## src/rtl/cpt_pkg.sv

```systemverilog
package cpt_pkg;
  localparam int XLEN      = 32;
  localparam int IRQ_LINES = 8;
  localparam int IRQ_LSB   = 8;
  localparam int CU_LSB    = 28;
  localparam int CU_W      = 4;
  localparam int CE_LSB    = 28;
  localparam int CE_W      = 2;
  localparam int IE_BIT    = 0;

  typedef enum logic [1:0] {
    SEL_COUNT   = 2'd0,
    SEL_COMPARE = 2'd1,
    SEL_STATUS  = 2'd2,
    SEL_CAUSE   = 2'd3
  } reg_sel_e;
endpackage

```

## src/rtl/cpt_rst_sync.sv

```systemverilog
module cpt_rst_sync #(
  parameter int STAGES = 2
) (
  input  logic clk,
  input  logic rst_n,
  output logic rst_n_sync
);
  logic [STAGES-1:0] sync_q;
  logic [STAGES-1:0] sync_d;

  always_comb begin
    sync_d = {sync_q[STAGES-2:0], 1'b1};
  end

  always_ff @(posedge clk or negedge rst_n) begin
    if (!rst_n) sync_q <= '0;
    else        sync_q <= sync_d;
  end

  assign rst_n_sync = sync_q[STAGES-1];
endmodule

```

## src/rtl/cpt_counter.sv

```systemverilog
module cpt_counter #(
  parameter int W = 32
) (
  input  logic         clk,
  input  logic         rst_n,
  input  logic         tick,
  input  logic         count_we,
  input  logic         cmp_we,
  input  logic [W-1:0] wdata,
  output logic [W-1:0] count_o,
  output logic [W-1:0] compare_o,
  output logic         hit_o
);
  logic [W-1:0] count_q, count_d, count_inc;
  logic [W-1:0] cmp_q, cmp_d;
  logic         count_en, cmp_en;

  always_comb begin
    count_inc = count_q + W'(1);
    count_en  = count_we | tick;
    count_d   = count_we ? wdata : count_inc;
    cmp_en    = cmp_we;
    cmp_d     = wdata;
    // match is judged on the incremented value; a software load suppresses it
    hit_o     = tick & ~count_we & (count_inc == cmp_q);
  end

  always_ff @(posedge clk or negedge rst_n) begin
    if (!rst_n) begin
      count_q <= '0;
      cmp_q   <= '0;
    end else begin
      if (count_en) count_q <= count_d;
      if (cmp_en)   cmp_q   <= cmp_d;
    end
  end

  assign count_o   = count_q;
  assign compare_o = cmp_q;

  a_r2_count_step: assert property (@(posedge clk) disable iff (!rst_n)
    (tick && !count_we) |=> (count_q == $past(count_q) + W'(1)));
  a_r6_load_wins: assert property (@(posedge clk) disable iff (!rst_n)
    count_we |=> (count_q == $past(wdata)));
  a_r2_idle_hold: assert property (@(posedge clk) disable iff (!rst_n)
    (!tick && !count_we) |=> $stable(count_q));
endmodule

```

## src/rtl/cpt_cause.sv

```systemverilog
module cpt_cause #(
  parameter int XLEN    = 32,
  parameter int LINES   = 8,
  parameter int IRQ_LSB = 8,
  parameter int CE_LSB  = 28,
  parameter int CE_W    = 2
) (
  input  logic            clk,
  input  logic            rst_n,
  input  logic            timer_hit,
  input  logic            timer_clr,
  input  logic            sw_we,
  input  logic            fault,
  input  logic [XLEN-1:0] wdata,
  output logic [XLEN-1:0] cause_o,
  output logic [LINES-1:0] ip_o
);
  localparam int TIMER = LINES - 1;

  logic [LINES-1:0] ip_q, ip_d;
  logic [CE_W-1:0]  ce_q, ce_d;
  logic             ip_en, ce_en;

  always_comb begin
    ip_d = ip_q;
    if (sw_we)     ip_d[TIMER-1:0] = wdata[IRQ_LSB +: TIMER];
    if (timer_hit) ip_d[TIMER] = 1'b1;
    if (timer_clr) ip_d[TIMER] = 1'b0;
    ip_en = sw_we | timer_hit | timer_clr;
    ce_d  = fault ? '0 : wdata[CE_LSB +: CE_W];
    ce_en = fault | sw_we;
  end

  always_ff @(posedge clk or negedge rst_n) begin
    if (!rst_n) begin
      ip_q <= '0;
      ce_q <= '0;
    end else begin
      if (ip_en) ip_q <= ip_d;
      if (ce_en) ce_q <= ce_d;
    end
  end

  always_comb begin
    cause_o = '0;
    cause_o[IRQ_LSB +: LINES] = ip_q;
    cause_o[CE_LSB +: CE_W]   = ce_q;
  end
  assign ip_o = ip_q;

  a_r3_hit_latches: assert property (@(posedge clk) disable iff (!rst_n)
    (timer_hit && !timer_clr) |=> ip_q[TIMER]);
  a_r4_timer_sticky: assert property (@(posedge clk) disable iff (!rst_n)
    (ip_q[TIMER] && !timer_clr) |=> ip_q[TIMER]);
  a_r5_cmp_clears: assert property (@(posedge clk) disable iff (!rst_n)
    timer_clr |=> !ip_q[TIMER]);
  a_r9_ce_zeroed: assert property (@(posedge clk) disable iff (!rst_n)
    fault |=> (ce_q == '0));
endmodule

```

## src/rtl/cpt_status.sv

```systemverilog
module cpt_status #(
  parameter int XLEN    = 32,
  parameter int LINES   = 8,
  parameter int IRQ_LSB = 8,
  parameter int CU_LSB  = 28,
  parameter int CU_W    = 4,
  parameter int IE_BIT  = 0
) (
  input  logic             clk,
  input  logic             rst_n,
  input  logic             we,
  input  logic [XLEN-1:0]  wdata,
  input  logic [LINES-1:0] ip_i,
  output logic [XLEN-1:0]  status_o,
  output logic             irq_o
);
  logic [CU_W-1:0]  cu_q, cu_d;
  logic [LINES-1:0] im_q, im_d;
  logic             ie_q, ie_d;

  always_comb begin
    cu_d = wdata[CU_LSB +: CU_W];
    im_d = wdata[IRQ_LSB +: LINES];
    ie_d = wdata[IE_BIT];
  end

  always_ff @(posedge clk or negedge rst_n) begin
    if (!rst_n) begin
      cu_q <= '0;
      im_q <= '0;
      ie_q <= 1'b0;
    end else if (we) begin
      cu_q <= cu_d;
      im_q <= im_d;
      ie_q <= ie_d;
    end
  end

  always_comb begin
    status_o = '0;
    status_o[CU_LSB +: CU_W]   = cu_q;
    status_o[IRQ_LSB +: LINES] = im_q;
    status_o[IE_BIT]           = ie_q;
    irq_o = ie_q & (|(ip_i & im_q));
  end
endmodule

```

## src/rtl/cpt_timer_irq.sv

```systemverilog
module cpt_timer_irq
  import cpt_pkg::*;
(
  input  logic            clk,
  input  logic            rst_n,
  input  logic            tick,
  input  logic            kernel_mode,
  input  logic [1:0]      reg_sel,
  input  logic            reg_wr,
  input  logic            reg_rd,
  input  logic [XLEN-1:0] wr_data,
  output logic [XLEN-1:0] rd_data,
  output logic            cop_unusable,
  output logic            irq_req
);
  logic rst_n_i;
  logic fault, wr_ok, rd_ok;
  logic count_we, cmp_we, status_we, cause_we;
  logic timer_hit;
  logic [XLEN-1:0] count_v, compare_v, status_v, cause_v;
  logic [IRQ_LINES-1:0] ip_v;
  reg_sel_e sel;

  cpt_rst_sync #(.STAGES(2)) u_rst (
    .clk(clk), .rst_n(rst_n), .rst_n_sync(rst_n_i)
  );

  always_comb begin
    sel       = reg_sel_e'(reg_sel);
    fault     = (reg_wr | reg_rd) & ~kernel_mode & ~status_v[CU_LSB];
    wr_ok     = reg_wr & ~fault;
    rd_ok     = reg_rd & ~fault;
    count_we  = wr_ok & (sel == SEL_COUNT);
    cmp_we    = wr_ok & (sel == SEL_COMPARE);
    status_we = wr_ok & (sel == SEL_STATUS);
    cause_we  = wr_ok & (sel == SEL_CAUSE);
    rd_data   = '0;
    if (rd_ok) begin
      unique case (sel)
        SEL_COUNT:   rd_data = count_v;
        SEL_COMPARE: rd_data = compare_v;
        SEL_STATUS:  rd_data = status_v;
        SEL_CAUSE:   rd_data = cause_v;
        default:     rd_data = '0;
      endcase
    end
  end
  assign cop_unusable = fault;

  cpt_counter #(.W(XLEN)) u_cnt (
    .clk(clk), .rst_n(rst_n_i), .tick(tick), .count_we(count_we),
    .cmp_we(cmp_we), .wdata(wr_data), .count_o(count_v),
    .compare_o(compare_v), .hit_o(timer_hit)
  );

  cpt_cause #(.XLEN(XLEN), .LINES(IRQ_LINES), .IRQ_LSB(IRQ_LSB),
              .CE_LSB(CE_LSB), .CE_W(CE_W)) u_cause (
    .clk(clk), .rst_n(rst_n_i), .timer_hit(timer_hit), .timer_clr(cmp_we),
    .sw_we(cause_we), .fault(fault), .wdata(wr_data),
    .cause_o(cause_v), .ip_o(ip_v)
  );

  cpt_status #(.XLEN(XLEN), .LINES(IRQ_LINES), .IRQ_LSB(IRQ_LSB),
               .CU_LSB(CU_LSB), .CU_W(CU_W), .IE_BIT(IE_BIT)) u_status (
    .clk(clk), .rst_n(rst_n_i), .we(status_we), .wdata(wr_data),
    .ip_i(ip_v), .status_o(status_v), .irq_o(irq_req)
  );

  a_r7_quiet_without_pending: assert property (@(posedge clk) disable iff (!rst_n_i)
    (cause_v[IRQ_LSB +: IRQ_LINES] == '0) |-> !irq_req);
  a_r8_refused_cmp_kept: assert property (@(posedge clk) disable iff (!rst_n_i)
    (fault && reg_wr && sel == SEL_COMPARE) |=> $stable(compare_v));
  a_r8_refused_read_zero: assert property (@(posedge clk) disable iff (!rst_n_i)
    cop_unusable |-> (rd_data == '0));
endmodule

```

## config.mk

```make
export PLATFORM = sky130hd
export DESIGN_NAME = cpt_timer_irq
export DESIGN_NICKNAME = d
export VERILOG_FILES = /design/src/rtl/cpt_pkg.sv /design/src/rtl/cpt_rst_sync.sv /design/src/rtl/cpt_counter.sv /design/src/rtl/cpt_cause.sv /design/src/rtl/cpt_status.sv /design/src/rtl/cpt_timer_irq.sv
export SDC_FILE = /design/constraint.sdc
export NUM_CORES = 1
export LEC_CHECK = 0
export CORE_MARGIN = 2
export CORE_UTILIZATION = 45
export CTS_CLUSTER_DIAMETER = 30
export CTS_CLUSTER_SIZE = 30
export DETAILED_ROUTE_END_ITERATION = 6
export PLACE_DENSITY = 0.72
export SKIP_CTS_REPAIR_TIMING = 1
export SYNTH_ARGS = -nofsm -noshare
export SYNTH_HDL_FRONTEND = slang
export SYNTH_SLANG_ARGS = --single-unit
```

## constraint.sdc

```tcl
create_clock -name clk -period 3.1 [get_ports clk]
set_clock_uncertainty 0.1 [all_clocks]
set_input_delay 0.62 -clock clk [delete_from_list [all_inputs] [get_ports clk]]
set_output_delay 0.62 -clock clk [all_outputs]
set_load 0.01 [all_outputs]
```

Yosys cells after proc, flatten, opt, wreduce, memory -nomap -nowiden
Cells that the tools add are included.
{ "word_totals": {"reg_bits": 89, "latch_bits": 0, "ramBits": 0, "romBits": 0, "output_inout_bits": 34, "word_cells": 46, "mem_count": 0} }
{ "op_classes": {"addsub": 1, "n_mul": 0, "div_mod_pow": 0, "order_cmp": 0, "n_eq_ne": 4, "shift": 0, "muxes": 6, "bitwise_logic": 21, "reduce_logical": 5} }
{ "op_table": {"columns": ["op", "n"], "rows": [
  ["32-bit case mux with 4 select lines", 1],
  ["32-bit two-way mux", 2],
  ["32-bit by 1-bit adder with 32-bit output, second input constant", 1],
  ["32-bit equality test", 1],
  ["1-bit AND", 11],
  ["8-bit AND", 1],
  ["8-bit OR reduction", 1],
  ["1-bit bitwise OR", 5],
  ["2-bit equality test, second input constant", 2],
  ["1-bit NOT", 4],
  ["2-bit AND reduction", 2],
  ["2-bit by 1-bit equality test with 1-bit output, second input constant", 1],
  ["2-bit logical NOT", 1],
  ["1-bit two-way mux", 2],
  ["2-bit two-way mux", 1],
  ["2-bit nonzero test", 1]
]} }

Depth between registers and ports, before layout
{ "depth": {"word_depth": 12, "mapped_depth": 10, "mapped_depth_nobuf": 8} }

Cells and area by module
Synthesis repeated with hierarchy kept, for this count alone.
{ "unflattened": {"hier_cells": 647, "hier_area_um2": 6520.0} }
{ "by_module_without_submodules": {"columns": ["module", "n_inst", "cells_per_inst", "area_each_um2"], "rows": [
  ["cpt_counter", 1, 412, 3931.3],
  ["cpt_timer_irq", 1, 122, 1197.4],
  ["cpt_status", 1, 55, 706.9],
  ["cpt_cause", 1, 55, 630.6],
  ["cpt_rst_sync", 1, 3, 53.8]
]} }

Worst setup path after synthesis
Ideal clock, no wire load.
{ "synth_timing": {"path_kind": "input-to-output", "startpoint": "input reg_sel[0]", "endpoint": "output rd_data[18]", "arrival_ns": 2.066, "path_slack_ns": 0.314, "stages": 5, "n_path_buf": 3, "path_cell_list": "clkbuf_1 -> buf_1 -> buf_1 -> mux2i_1 -> nor2_1"} }
{ "synth_between": {"elab_chain_cells": 3, "elab_cells_between_ends": 6, "cone_classes": "eq/ne (3); mux (2); reduce/logical (1)"} }
{ "synth_rtl": {"columns": ["element", "line", "text"], "rows": [
  ["start, declared", "cpt_timer_irq.sv:8", "input logic [1:0] reg_sel,"],
  ["2-bit equality test (tied with other cells)", "cpt_timer_irq.sv:39", "unique case (sel)"],
  ["32-bit case mux with 4 select lines (*)", "cpt_timer_irq.sv:39", null],
  ["32-bit two-way mux (*)", "cpt_timer_irq.sv:38", "if (rd_ok) begin"],
  ["end, declared", "cpt_timer_irq.sv:12", "output logic [XLEN-1:0] rd_data,"]
]} }
Mark *: on every way between the ends. The rest lies on a longest branch, timed or not.

Worst setup path after layout
{ "layout_timing": {"startpoint": "input kernel_mode", "endpoint": "output rd_data[6]"} }
{ "layout_between": {"elab_chain_cells": 6} }
{ "layout_rtl": {"columns": ["element", "line", "text"], "rows": [
  ["start, declared", "cpt_timer_irq.sv:7", "input logic kernel_mode,"],
  ["1-bit NOT", "cpt_timer_irq.sv:30", "fault = (reg_wr | reg_rd) & ~kernel_mode & ~status_v[CU_LSB];"],
  ["1-bit AND (2 in series)", "cpt_timer_irq.sv:30", null],
  ["1-bit NOT", "cpt_timer_irq.sv:32", "rd_ok = reg_rd & ~fault;"],
  ["1-bit AND", "cpt_timer_irq.sv:32", null],
  ["32-bit two-way mux", "cpt_timer_irq.sv:38", null]
]} }
Every way passes these cells.

==> impl_results.rst <==
.. list-table::
   :header-rows: 1

   * - Metric
     - Value
   * - DIE HEIGHT
     - 118 um
   * - Layout Cells excl Fill
     - 842
   * - Cells after synthesis
     - 600
   * - Ratio of final minimum period to clock period
     - 96.1%
   * - Via count of the first global-routing pass
     - 4794
   * - Vias
     - 4807
   * - Worst-Margin Slew
     - 1.15 ns
   * - Number of nets at the end of the flow
     - 706
   * - Number of nets still failing antenna checks after routing
     - 0
   * - Post-route design area
     - 7100 um^2
   * - Post-synth design cell area
     - 5860 um^2
   * - Worst r2r dst
     - u_cause.ip_o[7]
   * - Effective utilization at floorplan
     - 46.2%
   * - Type of origin of the critical path
     - input pin
   * - Core region area
     - 12700 um^2
   * - Post-placement cell area
     - 6770 um^2
   * - Boundary pin count
     - 74
   * - Initial DRT Pass Iterations
     - 5
   * - Placed cells
     - 825
   * - IO Port Bufs
     - 73
   * - TritonCTS Sinks
     - 89
   * - Largest vdd supply drop
     - 360 uV
   * - Clock tree from TritonCTS
     - built
   * - Clock root buffer
     - clkbuf_16
   * - DP HPWL
     - 11.1 mm
   * - Syn nets
     - 641
   * - Area growth, synth to finish
     - 21.2%
   * - Via density
     - 5.71
   * - Worst max-slew margin expressed relative to the limit
     - 23.3%
   * - Cell breakdown of the critical path
     - clkdlybuf4s50_1 > o21ai_1 > or2_4 > nor2_1 > clkdlybuf4s50_1
   * - Maximum number of pins on one net before global-route repair
     - 88
   * - Sequential element share of the synthesized area
     - 38.0%
   * - Maximum clock rate
     - 336 MHz
   * - Fraction of final layout cells with drive strength greater than 1
     - 18.4%
   * - Antenna violations before repair
     - 0
   * - Worst R2R Setup Slack
     - 0.40 ns
   * - RSZ-0062 raised after global routing
     - false
   * - Seq cells post-synth
     - 89
   * - Most common flop cell mapped by yosys
     - dfrtp_1
   * - Clock slew seen by the registers of the worst setup and hold paths
     - 0.07 ns
   * - Count of fill cells added during filler insertion
     - 1143
   * - Start-to-end type of the worst setup path
     - input pin to primary output
   * - Final Hold Fails
     - 0
   * - Clock buffers created by TritonCTS
     - 9
   * - Last weighted congestion value of the routability-driven placer
     - 0.866
   * - Aggregate global routing overflow
     - 0
   * - Total count of max-transition violations in the final report
     - 0
   * - Critical path capture point type
     - primary output
   * - Worst path top cell family by delay
     - buffers and inverters
   * - Row count
     - 41
   * - Total Die Area
     - 13900 um^2
   * - Register-to-Register Path Depth
     - 7
   * - Leakage Power
     - 0.00273 uW
   * - Remaining DRCs
     - 0
   * - Depth of the CTS H-tree
     - 3
   * - Average routed wire per standard cell
     - 18.1 um
   * - Fraction of registers with async set or reset after synthesis
     - 100%
   * - Max capacitance violation total
     - 0
   * - Number of failing setup endpoints in the final timing report
     - 0
   * - Drt first-iter violations
     - 398
   * - Worst setup path end
     - rd_data[6]
   * - Global-route wire length before repair
     - 24.8 mm
   * - Crit Reg-Reg Startpoint
     - u_cnt.count_o[3]
   * - Post-synthesis average cell area
     - 9.76 um^2
   * - Cell repeated most along the worst path
     - clkdlybuf4s50_1
   * - Number of cells on the critical path
     - 5
   * - Class of the tightest hold or removal check
     - register to register
   * - Fin crit period
     - 2.98 ns
   * - Largest incremental delay on the critical path
     - 0.55 ns
   * - Arrival time of the worst setup path
     - 2.26 ns
   * - N_diodes
     - 0
   * - Clk Latency, worst-skew pair
     - 0.36 ns
   * - Post-synth EDFFs
     - 0
   * - Die Wd
     - 118 um
   * - Crit path max-delay cell type
     - clkdlybuf4s50_1
   * - Worst path buffer plus inverter count
     - 2
   * - Most common cell after layout, fill and taps aside
     - dfrtp_1
   * - Tot GR Track Use
     - 22.1%
   * - Peak fanout along the critical path
     - 19
   * - Worst setup path startpoint
     - kernel_mode
   * - Result of the run
     - finished clean
   * - Commonest non-fill, non-tap cells in the layout
     - dfrtp_1 (88), clkdlybuf4s50_1 (71), nand2_1 (54)
   * - Distinct cells, synth
     - 67
   * - Wirelength, routed
     - 15.3 mm
   * - Max clock buf depth
     - 2
   * - Critical path data required time
     - 2.38 ns
   * - Yosys warns
     - 0
   * - Areal power density over the cells
     - 665 nW/um^2
-- worst min-delay path by stage --
| stage | startpoint | to | slack [ns] | cells after the start |
|---|---|---|---|---|
| finish | u_rst.sync_q[0] | u_rst.sync_q[1] | 0.25 | 0 |
| global route | u_rst.sync_q[0] | u_rst.sync_q[1] | 0.26 | 0 |
| CTS | u_rst.sync_q[0] | u_rst.sync_q[1] | 0.26 | 0 |
| detailed placement | u_rst.sync_q[0] | u_rst.sync_q[1] | 0.24 | 0 |
| global placement | u_rst.sync_q[0] | u_rst.sync_q[1] | 0.24 | 0 |
| floorplan | rst_n | u_rst.sync_q[0] | 0.22 | 0 |
-- layout make-up --
class | instances | area (um^2) | area share (%)
flip-flops and latches | 89 | 2230 | 31.4
inverters | 14 | 52.6 | 0.740
well taps | 172 | 215 | 3.03
clock buffers | 10 | 239 | 3.37
repair buffers | 97 | 938 | 13.2
multi-input cells | 454 | 3360 | 47.3
clock inverters | 6 | 66.3 | 0.934
-- cell families (layout without fill, tap and decap cells) --
logic type | count (synthesis) | count (layout) | share of synthesized area (%)
simple gates | 216 | 216 | 19.8
flops | 89 | 89 | 38.0
mux | 88 | 88 | 18.3
compound gates | 84 | 84 | 8.95
xor+xnor | 64 | 64 | 9.70
buf+inv | 57 | 127 | 4.96
fa+ha+maj | 1 | 1 | 0.214
other cells | 1 | 1 | 0.0640
-- worst register-to-register path, delay by kind of cell, from the launching register on --
kind	cells	cell delay, ns
multiplexers	1	0.36
flip-flops	1	0.60
AO/OA/AOI/OAI	1	0.09
AND/OR/NAND/NOR	5	1.47
-- power by group --
group,internal [uW],total [uW],switching [uW],leakage (uW)
registers,1480,2010,524,0.00108
logic,864,1590,731,0.00150
clock network,649,1120,473,0.000153
-- state kept, by name, summed over array words and instances (netlist names) --
| signal | flops |
|---|---|
| u_cause.ce_q | 2 |
| u_cause.ip_o | 8 |
| u_cnt.compare_o | 32 |
| u_cnt.count_o | 32 |
| u_rst.sync_q | 2 |
| u_status.cu_q | 4 |
| u_status.ie_q | 1 |
| u_status.im_q | 8 |
-- metrics by stage --
stage / util (%) / total power (uW) / TNS, ns / setup slack (ns) / hold WS, ns
2_1_floorplan: - / 3100 / 0 / 0.314 / 0.224
3_3_place_gp: 53.4 / 3530 / -1.86 / -0.0956 / 0.239
3_5_place_dp: 53.4 / 3600 / -2.30 / -0.111 / 0.242
4_1_cts: 55.8 / 4730 / -2.55 / -0.129 / 0.258
5_1_grt: 56.0 / 5000 / 0 / 0.0319 / 0.260
6_report: 56.0 / 4720 / 0 / 0.120 / 0.255
-- cells in the mapped netlist, types with 3 or more instances --
cell type / number / area, um^2
mux2_2: 52 / 586
dfrtp_1: 89 / 2230
and4_1: 3 / 26.3
inv_1: 14 / 52.6
nor3_1: 14 / 70.1
nor2b_1: 11 / 68.8
mux2i_1: 24 / 240
o21ai_1: 3 / 15.0
nand3_1: 23 / 115
mux4_2: 10 / 225
nand2b_1: 3 / 18.8
a22oi_1: 5 / 37.5
and2_1: 4 / 25.0
nor2_1: 45 / 169
or3_1: 6 / 37.5
nor4_1: 4 / 25.0
xor2_1: 24 / 210
or4_1: 5 / 37.5
nand3b_1: 3 / 22.5
o21ai_0: 40 / 200
nand4_1: 16 / 100
buf_4: 9 / 67.6
clkbuf_1: 17 / 63.8
buf_2: 8 / 40.0
xnor2_1: 39 / 342
and3_1: 6 / 37.5
buf_1: 3 / 11.3
nand2_1: 54 / 203
a21oi_1: 14 / 70.1
buf_6: 4 / 45.0
a41oi_1: 3 / 26.3
nor4_2: 3 / 37.5
-- routing by layer --
metal	vias up	track usage, %	part of all wire (%)
met5	-	0	0
met3	14	3.29	4.2
met1	2392	30.4	47
li1	2265	-	-
met4	0	6.63	1.2
met2	136	36.2	48
No activity file was read; power rests on OpenSTA's default activity.
